**config.mk**
```make
export PLATFORM = sky130hd
export DESIGN_NAME = cfgbar_decoder
export DESIGN_NICKNAME = d
export VERILOG_FILES = /design/src/rtl/cfgbar_pkg.sv /design/src/rtl/cfgbar_wr_merge.sv /design/src/rtl/cfgbar_win_decode.sv /design/src/rtl/cfgbar_hole_calc.sv /design/src/rtl/cfgbar_decoder.sv
export SDC_FILE = /design/constraint.sdc
export NUM_CORES = 1
export LEC_CHECK = 0
export CAP_MARGIN = 5
export CORE_AREA = 2 2 222 224
export CTS_BUF_LIST = sky130_fd_sc_hd__clkbuf_8
export DETAILED_ROUTE_END_ITERATION = 12
export DIE_AREA = 0 0 224 226
export DONT_BUFFER_PORTS = 1
export MAX_ROUTING_LAYER = met4
export RECOVER_POWER = 100
export SLEW_MARGIN = 20
export SYNTH_ARGS = -nofsm -noshare
export SYNTH_HDL_FRONTEND = slang
export SYNTH_HIERARCHICAL = 1
export SYNTH_SLANG_ARGS = --single-unit
```
**constraint.sdc**
```tcl
create_clock -name clk -period 4.4 [get_ports clk]
set_input_delay 0.44 -clock clk [delete_from_list [all_inputs] [get_ports clk]]
set_output_delay 0.44 -clock clk [all_outputs]
set_load 0.03 [all_outputs]
```
**src/rtl/cfgbar_pkg.sv**
```systemverilog
package cfgbar_pkg;
  typedef enum logic [1:0] {
    WSZ_256M = 2'b00,
    WSZ_128M = 2'b01,
    WSZ_64M  = 2'b10,
    WSZ_RSVD = 2'b11
  } win_size_e;

  localparam int ENABLE_BIT = 0;
  localparam int SIZE_LSB   = 1;
  localparam int SHIFT_256M = 28;
  localparam int SHIFT_128M = 27;
  localparam int SHIFT_64M  = 26;
  localparam int REG_BYTES  = 8;
endpackage

```
**src/rtl/cfgbar_wr_merge.sv**
```systemverilog
module cfgbar_wr_merge #(
  parameter int ADDR_W = 8,
  parameter logic [ADDR_W-1:0] REG_OFS = 8'h60
) (
  input  logic              wr_en,
  input  logic [ADDR_W-1:0] addr,
  input  logic [31:0]       wdata,
  input  logic [3:0]        wbe,
  input  logic [63:0]       cur,
  output logic              hit,
  output logic [63:0]       nxt
);
  import cfgbar_pkg::*;

  localparam logic [ADDR_W-3:0] LO_IDX = REG_OFS[ADDR_W-1:2];
  localparam logic [ADDR_W-3:0] HI_IDX = LO_IDX + 1'b1;

  logic [1:0] dw_sel;

  always_comb begin
    dw_sel[0] = wr_en && (addr[ADDR_W-1:2] == LO_IDX);
    dw_sel[1] = wr_en && (addr[ADDR_W-1:2] == HI_IDX);
  end

  assign hit = (|dw_sel) && (|wbe);

  for (genvar i = 0; i < REG_BYTES; i++) begin : g_byte
    localparam int DW   = i / 4;
    localparam int LANE = i % 4;
    assign nxt[i*8 +: 8] = (dw_sel[DW] && wbe[LANE]) ? wdata[LANE*8 +: 8]
                                                     : cur[i*8 +: 8];
  end
endmodule

```
**src/rtl/cfgbar_win_decode.sv**
```systemverilog
module cfgbar_win_decode #(
  parameter int PHYS_W = 36
) (
  input  logic [63:0]       reg_val,
  output logic              en,
  output logic [PHYS_W-1:0] base,
  output logic [PHYS_W-1:0] len,
  output logic              rsvd
);
  import cfgbar_pkg::*;

  win_size_e   code;
  logic        keep27;
  logic        keep26;

  always_comb begin
    code   = win_size_e'(reg_val[SIZE_LSB +: 2]);
    en     = reg_val[ENABLE_BIT];
    rsvd   = (code == WSZ_RSVD);
    keep27 = (code == WSZ_128M) || (code == WSZ_64M);
    keep26 = (code == WSZ_64M);
  end

  for (genvar i = 0; i < PHYS_W; i++) begin : g_bit
    if (i >= SHIFT_256M) begin : g_hi
      assign base[i] = reg_val[i];
      assign len[i]  = (i == SHIFT_256M) && (code == WSZ_256M);
    end else if (i == SHIFT_128M) begin : g_27
      assign base[i] = reg_val[i] & keep27;
      assign len[i]  = (code == WSZ_128M);
    end else if (i == SHIFT_64M) begin : g_26
      assign base[i] = reg_val[i] & keep26;
      assign len[i]  = (code == WSZ_64M);
    end else begin : g_lo
      assign base[i] = 1'b0;
      assign len[i]  = 1'b0;
    end
  end
endmodule

```
**src/rtl/cfgbar_hole_calc.sv**
```systemverilog
module cfgbar_hole_calc #(
  parameter int PHYS_W = 36,
  parameter logic [63:0] DEF_BASE = 64'hB000_0000
) (
  input  logic              en,
  input  logic [PHYS_W-1:0] base,
  input  logic [PHYS_W-1:0] len,
  output logic [PHYS_W:0]   lo
);
  localparam logic [PHYS_W:0] FALLBACK = DEF_BASE[PHYS_W:0];

  always_comb begin
    if (en) lo = {1'b0, base} + {1'b0, len};
    else    lo = FALLBACK;
  end
endmodule

```
**src/rtl/cfgbar_decoder.sv**
```systemverilog
module cfgbar_decoder #(
  parameter int ADDR_W = 8,
  parameter logic [ADDR_W-1:0] REG_OFS = 8'h60,
  parameter int PHYS_W = 36,
  parameter logic [63:0] DEF_BASE = 64'hB000_0000,
  parameter logic [63:0] HOLE_LIMIT = 64'hFEC0_0000
) (
  input  logic              clk,
  input  logic              rst,
  input  logic              wr_en,
  input  logic              rd_en,
  input  logic [ADDR_W-1:0] addr,
  input  logic [31:0]       wdata,
  input  logic [3:0]        wbe,
  output logic [31:0]       rdata,
  output logic              win_en,
  output logic [PHYS_W-1:0] win_base,
  output logic [PHYS_W-1:0] win_len,
  output logic [PHYS_W:0]   hole_lo,
  output logic [PHYS_W:0]   hole_hi,
  output logic              len_err
);
  import cfgbar_pkg::*;

  localparam logic [ADDR_W-3:0] LO_IDX   = REG_OFS[ADDR_W-1:2];
  localparam logic [ADDR_W-3:0] HI_IDX   = LO_IDX + 1'b1;
  localparam logic [PHYS_W-1:0] RST_LEN  = PHYS_W'(1) << SHIFT_256M;
  localparam logic [PHYS_W-1:0] RST_BASE = DEF_BASE[PHYS_W-1:0] & ~(RST_LEN - 1'b1);
  localparam logic [PHYS_W:0]   LIMIT_M1 = HOLE_LIMIT[PHYS_W:0] - 1'b1;

  logic [63:0]       reg_q;
  logic [63:0]       reg_nxt;
  logic              wr_hit;
  logic              d_en;
  logic [PHYS_W-1:0] d_base;
  logic [PHYS_W-1:0] d_len;
  logic              d_rsvd;
  logic [PHYS_W:0]   d_hole;

  cfgbar_wr_merge #(.ADDR_W(ADDR_W), .REG_OFS(REG_OFS)) u_merge (
    .wr_en(wr_en), .addr(addr), .wdata(wdata), .wbe(wbe),
    .cur(reg_q), .hit(wr_hit), .nxt(reg_nxt)
  );

  cfgbar_win_decode #(.PHYS_W(PHYS_W)) u_dec (
    .reg_val(reg_nxt), .en(d_en), .base(d_base), .len(d_len), .rsvd(d_rsvd)
  );

  cfgbar_hole_calc #(.PHYS_W(PHYS_W), .DEF_BASE(DEF_BASE)) u_hole (
    .en(d_en), .base(d_base), .len(d_len), .lo(d_hole)
  );

  always_ff @(posedge clk) begin
    if (rst) begin
      reg_q    <= DEF_BASE;
      win_en   <= 1'b0;
      win_base <= RST_BASE;
      win_len  <= RST_LEN;
      hole_lo  <= DEF_BASE[PHYS_W:0];
      len_err  <= 1'b0;
    end else if (wr_hit) begin
      reg_q <= reg_nxt;
      if (d_rsvd) begin
        len_err <= 1'b1;
      end else begin
        win_en   <= d_en;
        win_base <= d_base;
        win_len  <= d_len;
        hole_lo  <= d_hole;
      end
    end
  end

  always_ff @(posedge clk) begin
    if (rst) begin
      rdata <= '0;
    end else if (rd_en) begin
      if (addr[ADDR_W-1:2] == LO_IDX)      rdata <= reg_q[31:0];
      else if (addr[ADDR_W-1:2] == HI_IDX) rdata <= reg_q[63:32];
      else                                 rdata <= '0;
    end
  end

  assign hole_hi = LIMIT_M1;
endmodule

```
==> run_results.csv, run 1 <==
group,metric,value,unit
timing,clock.fmax,0.267,GHz
synth,synth_cell_types,69,
worst_setup_path,crit_family,"compound AO/OA/AOI/OAI gates",
pwr,switching_share,0.264,
clock_tree,clk_pin_slew,60,ps
run,max-cap-violations,2,
worst_setup_path,cpMostUsedCell,"a21oi_1",
worst_setup_path,cpPeakStageDelay,480,ps
cells_and_area,fin_cells,1978,
global_route,grt_max_degree,191,
timing,fin_skew,46.6,ps
global_route,grt_pass1_vias,8766,
placed_design,place_inst,1910,
pwr,power.share.clock,0.468,
cells_and_area,syn2layout_area_growth,5.25,%
pwr,p_comb_frac,0.092,
timing,finalCritPeriodShare,0.851,
synth,synth_flop_cell,"dfxtp_1",
timing,layout_min_cycle_time,3740,ps
synth,netlist_instances,1378,
placed_design,place_congestion,0.839,
clock_tree,cts-resized-gates,0,
worst_setup_path,cp_num_buf_inv,1,
die,io_pins,228,
die,die_w,224,um
worst_setup_path,worstReg2RegEnd,"hole_lo[34]",
worst_hold_path,min_path_cells,2,
clock_tree,cts_sinks,207,
worst_setup_path,critical_path.max_fanout,36,
clock_tree,cts_tree,"yes",
cells_and_area,multi_input_area,6650,um^2
pwr,p_int,3.17,mW
drt,wl_per_cell,16.9,um
clock_tree,clock_latency,580,ps
worst_hold_path,worstHoldStart,"rst",
clock_tree,numCtsBuffers,37,
timing,worst_pin_slew,2140,ps
die,fp.coreArea,48300,um^2
worst_setup_path,rr_worst_depth,15,
global_route,grt_usage,0.131,
worst_setup_path,r2r_start,"reg_q[2]",
global_route,grt.overflow.total,0,
timing,rsz0062_at_grt,"false",
cells_and_area,fillers,5252,
drt,drt_iter0_markers,500,
drt,via_per_inst,4.57,
worst_setup_path,cp-start-kind,"primary input",
drt,via_count,9030,
global_route,grt_pass1_wl,50.4,mm
clock_tree,cts_root_buf,"clkbuf_8",
worst_hold_path,holdPathEnd,"rdata[21]",
die,row_count,81,
status,status,"finished with violations",
worst_setup_path,cp-end-kind,"register",
worst_setup_path,rrSetupSlack,1100,ps
cells_and_area,layout_commonest_cell,"nand2_1",
worst_setup_path,crit_required,4880,ps
placed_design,numPortBuffers,0,
drt,ant_nets,0,
drt,wl,33.4,mm
cells_and_area,regArea,4140,um^2
timing,setup_viol,0,
cells_and_area,final_nets,1418,
pwr,seq_power_share,0.440,
synth,synth_edf_count,0,
synth,synth_area,11900,um^2
status,violations,"capacitance limit, slew limit",
synth,synth-seq-area-share,0.348,
drt,first_pass_iters,4,
clock_tree,clock_path_buffers,3,
pwr,p_per_area,343,nW/um^2
timing,slew_violations,100,
worst_setup_path,path_cells,"nor4bb_1 -> nand3_1 -> mux2_1 -> inv_1 -> ha_1 -> and2_1 -> ha_1 -> a21oi_1 -> o21a_1 -> o21ai_0 -> a21o_1 -> a21oi_1 -> mux2_2 -> o31a_1 -> o311ai_0 -> nand2_1 -> a21oi_1",
synth,postSynthAreaPerCell,8.65,um^2
pwr,switchingPower,1.14,mW
cells_and_area,mostFrequentLayoutCells,"260 x nand2_1, 207 x dfxtp_1, 150 x a21oi_1",
synth,yosys_register_bits,207,
worst_setup_path,worstPathArrival,4230,ps
die,start_util,0.247,
placed_design,dpl.hpwl,23.2,mm
die,die_y,226,um
timing,hold_viol_final,0,
timing,slew_headroom,-0.427,
pwr,ir_worst_vdd,0.153,mV
worst_hold_path,hold_class,"primary input to register",
timing,setup_tns,0,ps
worst_setup_path,cpMaxStageDelayCell,"nor4bb_1",
cells_and_area,drive_gt1_frac,0.143,
drt,drc_errors,0,
clock_tree,htree_levels,2,
global_route,grt_antenna_before_repair,2,
synth,async_reset_ff_frac,0,
worst_setup_path,path_class,"primary input to register",
synth,ys_warn_count,6,
pwr,p_leak,4.68,nW
die,dieArea,50600,um^2
[cells in the mapped netlist (7+ instances only)]
master / number / area share
ha_1: 40 / 0.042
or3b_2: 32 / 0.024
clkbuf_1: 17 / 0.0054
a21oi_1: 150 / 0.063
nand2_1: 260 / 0.082
xor2_1: 15 / 0.011
a21o_1: 14 / 0.0088
nor2_1: 99 / 0.031
xnor2_1: 13 / 0.0095
nand3b_1: 7 / 0.0044
buf_4: 117 / 0.074
mux2_2: 65 / 0.061
buf_6: 18 / 0.017
o21ai_0: 20 / 0.0084
buf_2: 34 / 0.014
mux2i_1: 95 / 0.080
o31ai_2: 31 / 0.033
dfxtp_1: 207 / 0.35
inv_1: 16 / 0.0050
nand3_1: 20 / 0.0084
[power groups by stage]
stage / Sequential (mW) / Clock, mW / Combinational [mW]
2_1_floorplan: 1.93 / 0 / 0.407
3_3_place_gp: 1.94 / 0 / 0.300
3_5_place_dp: 1.94 / 0 / 0.301
4_1_cts: 1.89 / 2.09 / 0.340
5_1_grt: 1.89 / 2.17 / 0.435
6_report: 1.89 / 2.02 / 0.394
[metal layers]
metal | GRT usage | up-vias | share of wire
met3 | 0.0437 | 70 | 0.071
met2 | 0.214 | 201 | 0.48
li1 | - | 4442 | -
met1 | 0.144 | 4317 | 0.41
met4 | 0.0630 | 0 | 0.044
met5 | - | - | 0
[repair_timing]
action | 4_1_cts | 5_1_grt
endpoints found under the setup margin | 0 | 0
endpoints found under the hold margin | 190 | 0
setup buffers | 0 | 0
hold buffers | 2 | 0
[per-stage QoR]
step	power, mW	hold slack, ps	area (um^2)	util	worst slack, ps
floorplan	2.34	476	12300	-	333
global placement	2.24	489	11800	0.244	322
detailed placement	2.24	507	11800	0.244	281
CTS	4.33	13.5	12600	0.262	858
global route	4.50	28.8	12500	0.260	414
finish	4.30	46.5	12500	0.260	658
[sequential cells by signal, indices dropped and copies added, names as in the netlist]
register / count
hole_lo: 37
len_err: 1
win_base: 36
rdata: 32
reg_q: 64
win_len: 36
win_en: 1
[worst max path at each step]
stage	from	endpoint	slack (ps)	cells after the start
2_1_floorplan	addr[3]	hole_lo[34]	330	18
5_1_grt	addr[2]	hole_lo[34]	410	17
4_1_cts	addr[2]	hole_lo[34]	860	17
6_report	addr[2]	hole_lo[34]	660	17
3_5_place_dp	addr[2]	hole_lo[34]	280	17
3_3_place_gp	addr[2]	hole_lo[34]	320	17
[final cells by class]
class,instances,share of cell area
antenna,3,0.000598
clock inverter,22,0.0198
sequential,207,0.330
multi-input combinational,1057,0.530
tap,622,0.0620
inverter,17,0.00509
clock buffer,41,0.0450
timing repair buffer,9,0.00758
[cell families after synthesis]
logic type	count (synthesis)	synth area share
and+or+nand+nor	473	0.185
AOI/OAI and AO/OA	258	0.141
DFF	207	0.348
other	3	0.000944
muxes	161	0.142
xor gates and xnor gates	28	0.0206
adders and majority gates	41	0.0437
buffers and inverters	207	0.119
Note: power is estimated with default switching activity, not from simulation.
==> run 2: changes to the inputs <==
--- a/config.mk
+++ b/config.mk
@@ -6,15 +6,15 @@
 export NUM_CORES = 1
 export LEC_CHECK = 0
 export CAP_MARGIN = 5
-export CORE_AREA = 2 2 222 224
+export CORE_AREA = 2 2 101 103
 export CTS_BUF_LIST = sky130_fd_sc_hd__clkbuf_8
 export DETAILED_ROUTE_END_ITERATION = 12
-export DIE_AREA = 0 0 224 226
+export DIE_AREA = 0 0 103 105
 export DONT_BUFFER_PORTS = 1
 export MAX_ROUTING_LAYER = met4
+export PLACE_DENSITY = 0.79
 export RECOVER_POWER = 100
 export SLEW_MARGIN = 20
 export SYNTH_ARGS = -nofsm -noshare
 export SYNTH_HDL_FRONTEND = slang
-export SYNTH_HIERARCHICAL = 1
 export SYNTH_SLANG_ARGS = --single-unit
==> run 2 against run 1 <==
Net effect:
- the flow still finishes with violations (capacitance limit, slew limit)
- area after synthesis shrank 48%
- via count down 51%
- routed wire length is 61% lower
- cell count fell by 58%
- hold slack better by 36 ps
- first-iteration DRC count fell by 57%
- sequential power fell by 41%
- fmax is 7.2% higher
- sequential cell count shrank 85
- clock power fell by 53%
- register-to-register slack improved by 740 ps
==> run_results.csv, run 2 <==
group,metric,value,unit
global_route,grt_usage,0.243,
synth,async_reset_ff_frac,0,
timing,clock.fmax,0.287,GHz
cells_and_area,largest_registers,"reg_q (64), rdata (32), hole_lo (11)",
die,io_pins,228,
timing,worst_pin_slew,2080,ps
synth,ys_warn_count,0,
status,violations,"capacitance limit, slew limit",
worst_setup_path,rr_worst_depth,7,
drt,via_count,4392,
drt,ant_nets,0,
drt,drc_errors,0,
timing,layout_min_cycle_time,3490,ps
placed_design,place_inst,808,
synth,netlist.area_leader.share,0.398,
die,start_util,0.637,
placed_design,place_ws,577,ps
timing,slew_headroom,-0.409,
synth,synth_cell_types,53,
clock_tree,clk_pin_slew,70,ps
global_route,grt.overflow.total,0,
die,die_w,103,um
placed_design,dpl.hpwl,9.05,mm
die,die_y,105,um
worst_setup_path,r2r_start,"reg_q[1]",
worst_hold_path,min_path_cells,1,
clock_tree,cts_setup_buffers,0,
worst_setup_path,critical_path.max_fanout,9,
synth,yosys_register_bits,122,
synth,synth_edf_count,0,
clock_tree,cts_root_buf,"clkbuf_8",
synth,synthTopCellsByCount,"122 x buf_4, 122 x dfxtp_1, 98 x nor2_1",
worst_setup_path,worstPathArrival,3820,ps
timing,setup_slack,911,ps
die,fp.coreArea,9640,um^2
cells_and_area,fillers,840,
placed_design,place_congestion,0.912,
drt,drt_iter0_markers,216,
drt,via_per_inst,5.23,
placed_design,dpl_cell_area,5760,um^2
pwr,p_per_area,367,nW/um^2
cells_and_area,fin_cells,839,
drt,first_pass_iters,7,
global_route,grt_antenna_before_repair,1,
timing,hold_viol_final,0,
worst_hold_path,holdPathEnd,"win_base[30]",
clock_tree,cts_sinks,122,
cells_and_area,design_area,6080,um^2
timing,finalCritPeriodShare,0.793,
clock_tree,htree_levels,4,
cells_and_area,syn2layout_area_growth,-0.998,%
global_route,grt_pass1_wl,20.1,mm
status,status,"finished with violations",
timing,setup_viol,0,
clock_tree,clock_latency,430,ps
placed_design,numPortBuffers,0,
drt,wl,12.9,mm
timing,rsz0062_at_grt,"false",
synth,yosys-top-cells-area,"dfxtp_1 40%, buf_4 15%, mux2_2 6.1%",
worst_setup_path,crit_required,4730,ps
worst_setup_path,path_class,"primary input to register",
synth,postSynthAreaPerCell,8.71,um^2
worst_setup_path,cp-end-kind,"register",
synth,synth_area,6140,um^2
worst_hold_path,hold_class,"primary input to register",
worst_setup_path,worstReg2RegEnd,"hole_lo[35]",
cells_and_area,final_nets,746,
drt,wl_per_cell,15.4,um
synth,synth-seq-area-share,0.398,
clock_tree,cts-resized-gates,0,
cells_and_area,regMostFlops,"reg_q",
clock_tree,cts_tree,"yes",
pwr,ir_worst_vdd,0.225,mV
clock_tree,clock_path_buffers,2,
die,dieArea,10800,um^2
cells_and_area,largest_reg_flops,64,
clock_tree,numCtsBuffers,17,
cells_and_area,post-route-util,0.631,
synth,yosys.area.top_type,"dfxtp_1",
worst_setup_path,cp-start-kind,"primary input",
timing,setup_tns,0,ps
global_route,grt_max_degree,121,
run,max-cap-violations,1,
cells_and_area,drive_gt1_frac,0.0922,
die,row_count,36,
timing,fin_skew,8.42,ps
pwr,p_leak,2.65,nW
worst_hold_path,worstHoldStart,"rst",
clock_tree,hold_buffers,0,
cells_and_area,mostFrequentLayoutCells,"122 x conb_1, 122 x dfxtp_1, 99 x nor2_1",
synth,synth_flop_cell,"dfxtp_1",
timing,slew_violations,13,
global_route,grt_pass1_vias,4014,
synth,netlist_instances,705,
worst_setup_path,rrSetupSlack,1840,ps
## run 2: cells by family after synthesis
family	synth area share
buffers and inverters	0.176
adder cells (fa/ha/maj)	0.00815
multiplexers	0.128
flip-flops	0.398
XOR/XNOR	0.00713
other	0.00122
AO/OA/AOI/OAI	0.0927
AND/OR/NAND/NOR	0.189
## run 2: area by class of cell
class,count,area [um^2],area share
multi-input cells,540,3040,0.500
clock inverters,10,103,0.0169
flip-flops and latches,122,2440,0.402
repair buffers,5,18.8,0.00309
clock buffers,20,275,0.0453
diodes,1,2.50,0.000412
inverters,8,30.0,0.00494
well taps,133,166,0.0274
## run 2: routing by layer
layer  share of wire  GRT usage
met4          0.0091     0.0827
met1            0.40      0.292
met5               0          -
met3            0.10     0.0997
met2            0.49      0.369
## run 2: worst max-delay path by stage
stage	from	end	slack, ps	cells after the start
6_report	addr[3]	hole_lo[35]	910	10
5_1_grt	addr[3]	hole_lo[35]	760	9
4_1_cts	addr[3]	hole_lo[31]	1050	10
3_5_place_dp	addr[3]	hole_lo[31]	580	10
3_3_place_gp	addr[3]	hole_lo[31]	690	10
2_1_floorplan	addr[3]	hole_lo[33]	990	11
## run 2: power by group
part	total (mW)	internal, mW	leakage (nW)	switching, mW
registers	1.11	1.11	0.983	0.00437
logic	0.166	0.0150	1.47	0.151
clock network	0.954	0.533	0.199	0.421
total	2.23	1.66	2.65	0.576
## run 2: critical path: stages
cell     delay (ps)
or4b_1          670
nor2_1          730
mux2i_1         430
inv_1           100
ha_1            320
inv_1           110
a21oi_1          60
a221o_1         460
a31o_1          240
a32o_1          250
## run 2: metrics by stage
stage / hold slack [ps] / total power, mW
floorplan: 434 / 1.40
global placement: 434 / 1.30
detailed placement: 440 / 1.30
CTS: 49.0 / 2.24
global route: 53.4 / 2.31
finish: 82.3 / 2.23
